--- src/rtl/gpio_irq_pkg.sv ---
package gpio_irq_pkg;

  typedef enum logic [1:0] {
    TRIG_LOW  = 2'b00,
    TRIG_HIGH = 2'b01,
    TRIG_RISE = 2'b10,
    TRIG_FALL = 2'b11
  } trig_e;

  typedef enum logic [2:0] {
    RI_DATA = 3'd0,
    RI_DIR  = 3'd1,
    RI_PAD  = 3'd2,
    RI_CFGL = 3'd3,
    RI_CFGH = 3'd4,
    RI_MASK = 3'd5,
    RI_STAT = 3'd6,
    RI_BOTH = 3'd7
  } reg_idx_e;

  localparam int unsigned IDX_LSB = 2;
  localparam int unsigned IDX_W   = 3;
  localparam int unsigned MAP_TOP = IDX_LSB + IDX_W;

  // Decide whether one pin raises a detection this cycle.
  function automatic logic pin_event(trig_e code, logic both_sel,
                                     logic now_v, logic old_v);
    logic hit;
    if (both_sel) begin
      hit = now_v ^ old_v;
    end else begin
      case (code)
        TRIG_LOW:  hit = ~now_v;
        TRIG_HIGH: hit = now_v;
        TRIG_RISE: hit = now_v & ~old_v;
        default:   hit = ~now_v & old_v;
      endcase
    end
    return hit;
  endfunction

  // Extract the 2-bit trigger code of one slot of a configuration word.
  function automatic trig_e field_of(logic [31:0] cfg, int unsigned slot);
    return trig_e'(cfg[2*slot +: 2]);
  endfunction

endpackage

--- src/rtl/gpio_sync.sv ---
module gpio_sync #(
  parameter int W      = 32,
  parameter int STAGES = 2
) (
  input  logic         clk,
  input  logic         rst_n,
  input  logic [W-1:0] d,
  output logic [W-1:0] q_now,
  output logic [W-1:0] q_old
);
  logic [W-1:0] stage [STAGES];

  for (genvar g = 0; g < STAGES; g++) begin : g_stage
    if (g == 0) begin : g_first
      always_ff @(posedge clk or negedge rst_n) begin
        if (!rst_n) stage[g] <= '0;
        else        stage[g] <= d;
      end
    end else begin : g_next
      always_ff @(posedge clk or negedge rst_n) begin
        if (!rst_n) stage[g] <= '0;
        else        stage[g] <= stage[g-1];
      end
    end
  end

  always_ff @(posedge clk or negedge rst_n) begin
    if (!rst_n) q_old <= '0;
    else        q_old <= stage[STAGES-1];
  end

  assign q_now = stage[STAGES-1];
endmodule

--- src/rtl/gpio_detect.sv ---
module gpio_detect
  import gpio_irq_pkg::*;
#(
  parameter int NPINS = 32
) (
  input  logic [NPINS-1:0] cfg_lo,
  input  logic [NPINS-1:0] cfg_hi,
  input  logic [NPINS-1:0] both_sel,
  input  logic [NPINS-1:0] now_v,
  input  logic [NPINS-1:0] old_v,
  output logic [NPINS-1:0] evt_vec
);
  localparam int HALF = NPINS / 2;

  logic [31:0] cfg_lo_w;
  logic [31:0] cfg_hi_w;
  assign cfg_lo_w = 32'(cfg_lo);
  assign cfg_hi_w = 32'(cfg_hi);

  for (genvar i = 0; i < NPINS; i++) begin : g_pin
    localparam int unsigned SLOT = i % HALF;
    trig_e code;
    if (i < HALF) begin : g_lo
      assign code = field_of(cfg_lo_w, SLOT);
    end else begin : g_hi
      assign code = field_of(cfg_hi_w, SLOT);
    end
    assign evt_vec[i] = pin_event(code, both_sel[i], now_v[i], old_v[i]);
  end
endmodule

--- src/rtl/gpio_regs.sv ---
module gpio_regs
  import gpio_irq_pkg::*;
#(
  parameter int NPINS = 32,
  parameter int AW    = 6,
  parameter int DW    = 32
) (
  input  logic             clk,
  input  logic             rst_n,
  input  logic             bus_sel,
  input  logic             bus_wr,
  input  logic [AW-1:0]    bus_addr,
  input  logic [DW-1:0]    bus_wdata,
  output logic [DW-1:0]    bus_rdata,
  input  logic [NPINS-1:0] pad_v,
  input  logic [NPINS-1:0] evt_vec,
  output logic [NPINS-1:0] data_q,
  output logic [NPINS-1:0] dir_q,
  output logic [NPINS-1:0] cfg_lo_q,
  output logic [NPINS-1:0] cfg_hi_q,
  output logic [NPINS-1:0] mask_q,
  output logic [NPINS-1:0] stat_q,
  output logic [NPINS-1:0] both_q,
  output logic [NPINS-1:0] clr_vec
);
  reg_idx_e         idx;
  logic             in_map;
  logic             wr_en;
  logic [NPINS-1:0] wval;

  assign idx  = reg_idx_e'(bus_addr[IDX_LSB +: IDX_W]);
  assign wval = bus_wdata[NPINS-1:0];

  if (AW > MAP_TOP) begin : g_upper
    assign in_map = (bus_addr[AW-1:MAP_TOP] == '0);
  end else begin : g_flat
    assign in_map = 1'b1;
  end

  assign wr_en   = bus_sel & bus_wr & in_map;
  assign clr_vec = (wr_en && idx == RI_STAT) ? wval : '0;

  always_ff @(posedge clk or negedge rst_n) begin
    if (!rst_n) begin
      data_q   <= '0;
      dir_q    <= '0;
      cfg_lo_q <= '0;
      cfg_hi_q <= '0;
      mask_q   <= '0;
      both_q   <= '0;
    end else if (wr_en) begin
      case (idx)
        RI_DATA: data_q   <= wval;
        RI_DIR:  dir_q    <= wval;
        RI_CFGL: cfg_lo_q <= wval;
        RI_CFGH: cfg_hi_q <= wval;
        RI_MASK: mask_q   <= wval;
        RI_BOTH: both_q   <= wval;
        default: ;
      endcase
    end
  end

  // Sticky status: detections win over a clearing write.
  always_ff @(posedge clk or negedge rst_n) begin
    if (!rst_n) stat_q <= '0;
    else        stat_q <= (stat_q & ~clr_vec) | evt_vec;
  end

  always_comb begin
    bus_rdata = '0;
    if (in_map) begin
      case (idx)
        RI_DATA: bus_rdata = DW'(data_q);
        RI_DIR:  bus_rdata = DW'(dir_q);
        RI_PAD:  bus_rdata = DW'(pad_v);
        RI_CFGL: bus_rdata = DW'(cfg_lo_q);
        RI_CFGH: bus_rdata = DW'(cfg_hi_q);
        RI_MASK: bus_rdata = DW'(mask_q);
        RI_STAT: bus_rdata = DW'(stat_q);
        default: bus_rdata = DW'(both_q);
      endcase
    end
  end
endmodule

--- src/rtl/gpio_irq_port.sv ---
module gpio_irq_port #(
  parameter int NPINS       = 32,
  parameter int AW          = 6,
  parameter int DW          = 32,
  parameter int SYNC_STAGES = 2
) (
  input  logic             clk,
  input  logic             rst_n,
  input  logic             bus_sel,
  input  logic             bus_wr,
  input  logic [AW-1:0]    bus_addr,
  input  logic [DW-1:0]    bus_wdata,
  output logic [DW-1:0]    bus_rdata,
  input  logic [NPINS-1:0] pin_in,
  output logic [NPINS-1:0] pin_out,
  output logic [NPINS-1:0] pin_oe,
  output logic             irq_lo,
  output logic             irq_hi,
  output logic             irq_any
);
  localparam int HALF = NPINS / 2;

  logic [NPINS-1:0] sync_now, sync_old, evt_vec, clr_vec;
  logic [NPINS-1:0] data_q, dir_q, cfg_lo_q, cfg_hi_q, mask_q, stat_q, both_q;
  logic [NPINS-1:0] req_vec;

  gpio_sync #(.W(NPINS), .STAGES(SYNC_STAGES)) u_sync (
    .clk   (clk),
    .rst_n (rst_n),
    .d     (pin_in),
    .q_now (sync_now),
    .q_old (sync_old)
  );

  gpio_detect #(.NPINS(NPINS)) u_detect (
    .cfg_lo   (cfg_lo_q),
    .cfg_hi   (cfg_hi_q),
    .both_sel (both_q),
    .now_v    (sync_now),
    .old_v    (sync_old),
    .evt_vec  (evt_vec)
  );

  gpio_regs #(.NPINS(NPINS), .AW(AW), .DW(DW)) u_regs (
    .clk       (clk),
    .rst_n     (rst_n),
    .bus_sel   (bus_sel),
    .bus_wr    (bus_wr),
    .bus_addr  (bus_addr),
    .bus_wdata (bus_wdata),
    .bus_rdata (bus_rdata),
    .pad_v     (sync_now),
    .evt_vec   (evt_vec),
    .data_q    (data_q),
    .dir_q     (dir_q),
    .cfg_lo_q  (cfg_lo_q),
    .cfg_hi_q  (cfg_hi_q),
    .mask_q    (mask_q),
    .stat_q    (stat_q),
    .both_q    (both_q),
    .clr_vec   (clr_vec)
  );

  assign req_vec = stat_q & mask_q;
  assign irq_lo  = |req_vec[HALF-1:0];
  assign irq_hi  = |req_vec[NPINS-1:HALF];
  assign irq_any = irq_lo | irq_hi;
  assign pin_out = data_q;
  assign pin_oe  = dir_q;
endmodule

--- config.mk ---
export PLATFORM = sky130hd
export DESIGN_NAME = gpio_irq_port
export DESIGN_NICKNAME = d
export VERILOG_FILES = /design/src/rtl/gpio_irq_pkg.sv /design/src/rtl/gpio_sync.sv /design/src/rtl/gpio_detect.sv /design/src/rtl/gpio_regs.sv /design/src/rtl/gpio_irq_port.sv
export SDC_FILE = /design/constraint.sdc
export NUM_CORES = 1
export LEC_CHECK = 0
export CELL_PAD_IN_SITES_DETAIL_PLACEMENT = 1
export CELL_PAD_IN_SITES_GLOBAL_PLACEMENT = 1
export CORE_UTILIZATION = 35
export CTS_CLUSTER_SIZE = 24
export DETAILED_ROUTE_END_ITERATION = 10
export MAX_ROUTING_LAYER = met4
export PLACE_DENSITY_LB_ADDON = 0.1
export SETUP_SLACK_MARGIN = 0.4
export SLEW_MARGIN = 15
export SYNTH_ARGS = -nofsm -noshare
export SYNTH_HDL_FRONTEND = slang
export SYNTH_HIERARCHICAL = 1
export SYNTH_SLANG_ARGS = --single-unit
--- constraint.sdc ---
create_clock -name clk -period 2.54 [get_ports clk]
set_input_delay 0.254 -clock clk [delete_from_list [all_inputs] [get_ports clk]]
set_output_delay 0.254 -clock clk [all_outputs]
set_load 0.02 [all_outputs]
==> results of run 1 <==
-- worst max-delay path by stage --
stage | start | to | cells past startpoint
after floorplan | bus_addr[4] | bus_rdata[26] | 6
after global placement | bus_addr[2] | bus_rdata[31] | 8
after detailed placement | bus_addr[2] | bus_rdata[31] | 8
after CTS | u_regs/stat_q[31] | irq_any | 6
after global routing | u_regs/stat_q[31] | irq_any | 6
final | u_regs/stat_q[31] | irq_any | 6
-- stage by stage --
| stage | TNS, ps | cells | instance area [um^2] | setup WS (ps) | hold WS, ps |
|---|---|---|---|---|---|
| global placement | -10590 | 2090 | 18600 | -442 | 258 |
| global route | 0 | 2215 | 20900 | 19.5 | 112 |
| CTS | 0 | 2204 | 20700 | 85.1 | 92.3 |
| finish | 0 | 2216 | 20900 | 96.8 | 120 |
| floorplan | 0 | 1343 | 15800 | 561 | -41.6 |
| detailed placement | -11670 | 2090 | 18600 | -494 | 250 |
-- layout make-up --
| cell class | instances | area [um^2] | area share, % |
|---|---|---|---|
| multi-input cells | 829 | 7380 | 35.2 |
| flip-flops and latches | 320 | 8040 | 38.4 |
| well taps | 592 | 741 | 3.54 |
| inverters | 96 | 360 | 1.72 |
| diodes | 1 | 2.50 | 0.0119 |
| clock inverters | 10 | 136 | 0.651 |
| clock buffers | 60 | 1180 | 5.62 |
| repair buffers | 308 | 3110 | 14.8 |
-- power breakdown --
part           total (mW)  leakage [nW]  switching (mW)  internal (mW)
clock                5.76         0.647            2.26           3.50
sequential           6.63          3.83           0.834           5.80
combinational        3.48          4.82            1.58           1.90
-- metal layers --
| layer | up-vias | routed length [um] |
|---|---|---|
| met1 | 6030 | 23500 |
| met4 | 0 | 1680 |
| met5 | - | 0 |
| met3 | 91 | 2870 |
| met2 | 303 | 26600 |
| li1 | 5228 | - |
-- worst max-delay path, cell delays in order (launching register included) --
cell,delay (ps)
dfrtp_1,420
a22o_1,290
a221oi_2,260
nand4_1,150
buf_6,160
or2_1,220
buf_6,130
-- flip-flops by register name, indices dropped and copies added (netlist names) --
signal,count
u_regs/both_q,32
u_regs/mask_q,32
u_sync/stage,32
u_regs/cfg_lo_q,32
u_sync/q_now,32
u_regs/data_q,32
u_regs/stat_q,32
u_regs/cfg_hi_q,32
u_sync/q_old,32
u_regs/dir_q,32
-- what timing repair did --
item	in CTS	in global routing
gates cloned	3	0
hold endpoints to repair	50	0
resized for setup	286	45
setup endpoints to repair	35	35
hold buffers	1	0
buffers inserted	40	11
pin swaps	80	43
==> results.sh, run 1 <==
export IMPL_cts_tree="yes"
export IMPL_fmax_mhz=409
export IMPL_worstPathRequired_ps=2290
export IMPL_worst_pin_slew_ps=1340
export IMPL_drtIter0Drc=648
export IMPL_cts_root_buf="clkbuf_16"
export IMPL_use_met1_pct=31.7
export IMPL_dr_total_vias=11700
export IMPL_hpwl_mm=37.1
export IMPL_area_growth_pct=32.7
export IMPL_hold_viol_final=0
export IMPL_rsz0062_at_grt="true"
export IMPL_critPathMaxFanout=2
export IMPL_drv_slew=0
export IMPL_met3_usage_pct=3.96
export IMPL_via_per_inst=5.26
export IMPL_die_x_um=214
export IMPL_postRouteAntennaNets=0
export IMPL_cp_arrival_ps=2190
export IMPL_syn_inst=1343
export IMPL_p_total_mw=15.9
export IMPL_critical_path_endpoint_type="output port"
export IMPL_yosys_warnings=6
export IMPL_hold_path_startpoint="pin_in[26]"
export IMPL_syn_avg_cell_area_um2=11.8
export IMPL_grt_pass1_wl_mm=82.6
export IMPL_port_buffers=170
export IMPL_drc_errors=0
export IMPL_clock_skew_ps=12.8
export IMPL_start_kind="flip-flop"
export IMPL_setup_violations=0
export IMPL_worstSetupPathType="flip-flop to output port"
export IMPL_synth_nets=1481
export IMPL_ir_drop_mv=0.489
export IMPL_final_cell_mix="dfrtp_1, mux2_2, clkdlybuf4s50_1"
export IMPL_io_pins=173
export IMPL_grt_use_met2_pct=40.1
export IMPL_period_minus_slack_ps=2440
export IMPL_htreeDepth=2
export IMPL_start_util_pct=35.6
export IMPL_rows=77
export IMPL_place_gp_congestion=0.832
export IMPL_clock_sinks=320
export IMPL_r2r_start="u_sync/q_now[14]"
export IMPL_synth_area_mm2=0.0158
export IMPL_layout_drive_gt1_share_pct=35.8
export IMPL_reg2reg_depth=6
export IMPL_min_to="u_sync/stage[58]"
export IMPL_grt_pass1_vias=12800
export IMPL_fill_cells=4673
export IMPL_hold_depth=1
export IMPL_finalCoreUtilization_pct=47.3
export IMPL_top_usage_layer="met2"
export IMPL_clk_latency_ps=570
export IMPL_min_path_type="primary input to flip-flop"
export IMPL_dieArea_mm2=0.0459
export IMPL_reg2reg_to="u_regs/stat_q[14]"
export IMPL_status="complete, no violations"
export IMPL_maxSlewHeadroom_pct=10.5
export IMPL_drt_pass1_iter_count=4
export IMPL_power_density_mw_per_mm2=758
export IMPL_clk_pin_slew_ps=60
export IMPL_mostFrequentLayoutCell="dfrtp_1"
export IMPL_grt_usage_pct=24.8
export IMPL_cts_buffer_depth=3
export IMPL_grt_max_degree=79
export IMPL_drt_total_wl_mm=54.7
export IMPL_coreArea_mm2=0.0443
export IMPL_avgRoutedWirePerCell_um=24.7
export IMPL_nets=1733
export IMPL_gr_total_overflow=0
export IMPL_period_share_pct=96.2
export IMPL_reg2reg_slack_ps=1030
export IMPL_cts_made_buffers=40
export IMPL_maxCapViolCount=0
export IMPL_antenna_found_initial=0
export IMPL_leakagePower_nw=9.29
export IMPL_die_h_um=214
Note: power is estimated with default switching activity, not from simulation.
==> run 2: changes to the inputs <==
--- a/config.mk
+++ b/config.mk
@@ -10,6 +10,7 @@
 export CORE_UTILIZATION = 35
 export CTS_CLUSTER_SIZE = 24
 export DETAILED_ROUTE_END_ITERATION = 10
+export GPL_TIMING_DRIVEN = 0
 export MAX_ROUTING_LAYER = met4
 export PLACE_DENSITY_LB_ADDON = 0.1
 export SETUP_SLACK_MARGIN = 0.4
==> run 2 against run 1 <==
Compared with the run above: combinational power rose by 3%; core utilization rose by 0.079 points; clock power barely moved; sequential power barely moved; clock-buffer cell count fell by 4; routed wire length rose by 1.4%; critical path type unchanged; largest cell class unchanged.
==> results.sh, run 2 (same netlist as run 1, synthesis figures left out) <==
export IMPL_maxCapViolCount=0
export IMPL_grt_usage_pct=25.2
export IMPL_status="complete, no violations"
export IMPL_gr_total_overflow=0
export IMPL_nets=1758
export IMPL_hold_depth=1
export IMPL_worst_pin_slew_ps=688
export IMPL_start_kind="flip-flop"
export IMPL_avgRoutedWirePerCell_um=24.8
export IMPL_register_area_mm2=0.00803
export IMPL_fin_area_mm2=0.0210
export IMPL_grt_pass1_wl_mm=84.0
export IMPL_start_util_pct=35.6
export IMPL_drtIter0Drc=557
export IMPL_hpwl_mm=39.6
export IMPL_reg2reg_depth=7
export IMPL_startpoint="u_regs/stat_q[18]"
export IMPL_drt_total_wl_mm=55.5
export IMPL_dr_total_vias=11800
export IMPL_reg2reg_to="u_regs/stat_q[5]"
export IMPL_antenna_found_initial=0
export IMPL_maxSlewHeadroom_pct=54.1
export IMPL_critPathMaxFanout=3
export IMPL_leakagePower_nw=9.33
export IMPL_coreArea_mm2=0.0443
export IMPL_layout_drive_gt1_share_pct=36.8
export IMPL_multiInputGateArea_mm2=0.00751
export IMPL_clk_pin_slew_ps=60
export IMPL_setup_violations=0
export IMPL_htreeDepth=2
export IMPL_area_growth_pct=32.9
export IMPL_hold_viol_final=0
export IMPL_drv_slew=0
export IMPL_worstSetupPathType="flip-flop to output port"
export IMPL_die_x_um=214
export IMPL_rows=77
export IMPL_grt_max_degree=81
export IMPL_clock_sinks=320
export IMPL_port_buffers=169
export IMPL_dieArea_mm2=0.0459
export IMPL_mostFrequentLayoutCell="dfrtp_1"
export IMPL_drc_errors=0
export IMPL_period_share_pct=94.5
export IMPL_die_h_um=214
export IMPL_fill_cells=4724
export IMPL_cts_made_buffers=40
export IMPL_setup_ws_ps=139
export IMPL_r2r_start="u_sync/q_now[5]"
export IMPL_ir_drop_mv=0.492
export IMPL_clk_latency_ps=560
export IMPL_min_to="u_sync/stage[56]"
export IMPL_min_path_type="primary input to flip-flop"
export IMPL_finalCoreUtilization_pct=47.3
export IMPL_period_minus_slack_ps=2400
export IMPL_cts_tree="yes"
export IMPL_grt_pass1_vias=12900
export IMPL_power_density_mw_per_mm2=758
export IMPL_pre_cts_ws_ps=-1680
export IMPL_hold_path_startpoint="pin_in[24]"
export IMPL_io_pins=173
export IMPL_via_per_inst=5.25
export IMPL_worstPathRequired_ps=2290
export IMPL_cp_arrival_ps=2150
export IMPL_place_gp_congestion=0.822
export IMPL_clock_skew_ps=14.8
export IMPL_final_cell_mix="dfrtp_1, mux2_2, clkdlybuf4s50_1"
export IMPL_placed_cell_area_mm2=0.0183
export IMPL_cts_buffer_depth=3
export IMPL_num_antenna_cells=0
export IMPL_fmax_mhz=417
export IMPL_postRouteAntennaNets=0
export IMPL_critical_path_endpoint_type="output port"
export IMPL_reg2reg_slack_ps=1000
export IMPL_rsz0062_at_grt="true"
export IMPL_drt_pass1_iter_count=6
export IMPL_cts_root_buf="clkbuf_16"
export IMPL_setup_tns_ps=0
==> run 2: cell types whose count changed in the layout (fill, tap and decap cells not counted), sizes merged <==
cell and change:
buf +11, bufbuf -1, clkbuf +12, clkinv +5
diode -1, dlygate4sd2 -1
==> run 2: layer usage <==
metal | wire length, um | vias to the layer above | GRT usage [%]
met5 | 0 | - | -
met4 | 1370 | 0 | 7.55
met3 | 2140 | 73 | 3.06
met2 | 27300 | 259 | 41.5
met1 | 24700 | 6157 | 32.5
li1 | - | 5273 | -
==> run 2: critical path, cell delays in order, from the launching register on <==
cell and delay [ps]:
dfrtp_1 400, a22o_1 310, a221oi_2 220, nand4_1 140
buf_6 160, or2_4 220, buf_6 130
==> run 2: worst max-delay path by stage <==
| stage | endpoint | slack, ps | cells past startpoint |
|---|---|---|---|
| final | irq_any | 140 | 6 |
| after global routing | irq_any | 70 | 6 |
| after CTS | bus_rdata[31] | 150 | 5 |
| after detailed placement | bus_rdata[18] | -1680 | 8 |
| after global placement | u_sync/stage[54] | -13610 | 1 |
| after floorplan | bus_rdata[26] | 560 | 6 |
==> run 2: final cells by class <==
type | count | area share [%]
Clock inverter | 15 | 0.769
Inverter | 96 | 1.72
Tap cell | 592 | 3.53
Clock buffer | 56 | 5.45
Sequential cell | 320 | 38.3
Multi-Input combinational cell | 829 | 35.8
Buffer | 98 | 3.78
Timing Repair Buffer | 235 | 10.7
==> run 2: timing repair <==
| action | CTS | global route |
|---|---|---|
| hold buffers | 1 | 0 |
| setup endpoints to repair | 65 | 35 |
| hold endpoints to repair | 48 | 0 |
| setup buffers | 42 | 19 |
| pin swaps | 84 | 40 |
| resized for setup | 373 | 73 |
==> run 2: power breakdown <==
part           total (mW)  leakage (nW)  internal, mW  switching [mW]
Sequential           6.60          3.84          5.79           0.803
Combinational        3.57          4.85          1.91            1.66
Clock                5.74         0.650          3.44            2.30
==> run 2: metrics by stage <==
stage | hold slack [ps] | cells | total power, mW
floorplan | -41.6 | 1343 | 8.26
global placement | 332 | 2104 | 9.71
detailed placement | 196 | 2108 | 9.83
CTS | 95.7 | 2222 | 16.0
global route | 116 | 2241 | 16.6
finish | 127 | 2241 | 15.9
==> run 3: changes to the inputs <==
--- a/config.mk
+++ b/config.mk
@@ -7,11 +7,11 @@
 export LEC_CHECK = 0
 export CELL_PAD_IN_SITES_DETAIL_PLACEMENT = 1
 export CELL_PAD_IN_SITES_GLOBAL_PLACEMENT = 1
+export CORE_ASPECT_RATIO = 1.75
 export CORE_UTILIZATION = 35
 export CTS_CLUSTER_SIZE = 24
 export DETAILED_ROUTE_END_ITERATION = 10
 export GPL_TIMING_DRIVEN = 0
-export MAX_ROUTING_LAYER = met4
 export PLACE_DENSITY_LB_ADDON = 0.1
 export SETUP_SLACK_MARGIN = 0.4
 export SLEW_MARGIN = 15
==> run 3 against run 2 <==
Compared with the run above: combinational power about the same; final area down 1.1%; sequential share of layout area up 0.41 points; clock power down 7.3%; sequential cell count unchanged; total power down 2.6%; maximum frequency down 1.4%; critical path type unchanged; clock skew up 4.6 ps; clock-buffer cell count down 6; final cell count down 1.4%.
==> results.sh, run 3 (same netlist as run 1, synthesis figures left out) <==
export IMPL_status="complete, no violations"
export IMPL_min_to="u_sync/stage[53]"
export IMPL_met3_length_mm=1.70
export IMPL_cts_root_buf="clkbuf_16"
export IMPL_setup_violations=0
export IMPL_io_pins=173
export IMPL_final_cell_mix="dfrtp_1, mux2_2, clkdlybuf4s50_1"
export IMPL_rows=102
export IMPL_grt_pass1_vias=13100
export IMPL_start_kind="flip-flop"
export IMPL_dieArea_mm2=0.0460
export IMPL_p_total_mw=15.5
export IMPL_dr_total_vias=11700
export IMPL_hold_depth=1
export IMPL_r2r_start="u_sync/q_now[17]"
export IMPL_hpwl_mm=41.4
export IMPL_register_area_mm2=0.00803
export IMPL_worstPathRequired_ps=2290
export IMPL_gr_total_overflow=0
export IMPL_startpoint="u_regs/mask_q[31]"
export IMPL_port_buffers=169
export IMPL_clock_skew_ps=19.4
export IMPL_path_cells="a22o_1 -> a221oi_2 -> nand4_1 -> or2_1 -> buf_6"
export IMPL_worst_pin_slew_ps=622
export IMPL_reg2reg_to="u_regs/stat_q[17]"
export IMPL_wl_met2_mm=32.0
export IMPL_drt_pass1_iter_count=4
export IMPL_crit_slowest_cell="dfrtp_2"
export IMPL_via_per_inst=5.28
export IMPL_die_h_um=283
export IMPL_maxSlewHeadroom_pct=58.5
export IMPL_mostFrequentLayoutCell="dfrtp_1"
export IMPL_power_density_mw_per_mm2=747
export IMPL_layout_drive_gt1_share_pct=36.3
export IMPL_coreArea_mm2=0.0444
export IMPL_drtIter0Drc=501
export IMPL_drt_met1_wl_mm=20.9
export IMPL_reg2reg_slack_ps=950
export IMPL_drv_slew=0
export IMPL_clk_latency_ps=530
export IMPL_critPathBufInv=1
export IMPL_avgRoutedWirePerCell_um=25.7
export IMPL_postRouteAntennaNets=0
export IMPL_highest_layer="met4"
export IMPL_htreeDepth=2
export IMPL_fmax_mhz=411
export IMPL_place_gp_congestion=0.830
export IMPL_ir_drop_mv=0.520
export IMPL_die_x_um=163
export IMPL_grt_max_degree=101
export IMPL_cpPeakStageDelay_ps=440
export IMPL_rsz0062_at_grt="true"
export IMPL_clock_sinks=320
export IMPL_area_growth_pct=31.5
export IMPL_cp_top_family="simple AND/OR/NAND/NOR gates"
export IMPL_num_antenna_cells=0
export IMPL_hold_viol_final=0
export IMPL_worstSetupPathType="flip-flop to output port"
export IMPL_leakagePower_nw=9.24
export IMPL_hold_path_startpoint="pin_in[21]"
export IMPL_period_minus_slack_ps=2430
export IMPL_cts_made_buffers=35
export IMPL_drt_total_wl_mm=56.8
export IMPL_grt_pass1_wl_mm=85.4
export IMPL_grt_usage_pct=25.3
export IMPL_cts_buffer_depth=3
export IMPL_setup_ws_ps=105
export IMPL_period_share_pct=95.9
export IMPL_whs_ps=157
export IMPL_reg2reg_depth=7
export IMPL_clk_pin_slew_ps=60
export IMPL_critical_path_endpoint_type="output port"
export IMPL_cp_arrival_ps=2180
export IMPL_maxCapViolCount=0
export IMPL_nets=1752
export IMPL_critPathMaxFanout=2
export IMPL_antenna_found_initial=0
export IMPL_pre_cts_ws_ps=-1670
export IMPL_cts_tree="yes"
export IMPL_drc_errors=0
export IMPL_min_path_type="primary input to flip-flop"
export IMPL_setup_tns_ps=0
export IMPL_start_util_pct=35.5
export IMPL_fill_cells=4694
export IMPL_multiInputGateArea_mm2=0.00747
## run 3: cell types whose count changed in the layout (fill, tap and decap cells not counted), sizes merged
cell,previous run,this run
clkdlybuf4s15,1,0
inv,98,97
clkinv,10,6
buf,184,182
clkbuf,73,69
## run 3: what timing repair did
action / in CTS / in global routing
setup endpoints to repair: 65 / 35
setup buffers: 41 / 20
resized for setup: 390 / 45
endpoints found under the hold margin: 46 / 0
hold buffers: 1 / 0
pin swaps: 88 / 33
## run 3: how the worst max path moves through the flow
stage,depth (start not counted),to,slack (ps)
after floorplan,6,bus_rdata[26],560
after global placement,1,u_sync/stage[45],-13550
after detailed placement,8,bus_rdata[20],-1670
final,5,irq_any,110
after global routing,5,irq_any,30
after CTS,5,irq_any,50
## run 3: final cells by class
class / instances / share of cell area [%]
inverters: 96 / 1.74
plain buffers: 98 / 3.87
multi-input cells: 829 / 36.0
clock inverters: 10 / 0.621
well taps: 572 / 3.45
clock buffers: 50 / 5.02
repair buffers: 234 / 10.6
flip-flops and latches: 320 / 38.7
## run 3: power by group
part	leakage, nW	internal, mW	total, mW	switching [mW]
logic	4.81	1.91	3.58	1.67
registers	3.84	5.79	6.60	0.810
clock network	0.586	3.15	5.32	2.17
## run 3: routing by layer
layer | track usage, % | vias up
met5 | 0 | -
met2 | 49.3 | 258
met3 | 2.72 | 103
li1 | - | 5251
met4 | 9.29 | 0
met1 | 27.3 | 6055
## run 3: per-stage QoR
stage	area [um^2]	utilization [%]	cells
CTS	20400	45.9	2189
global route	20800	46.7	2209
detailed placement	18300	41.2	2087
floorplan	15800	-	1343
global placement	18200	41.0	2084
finish	20800	46.7	2209
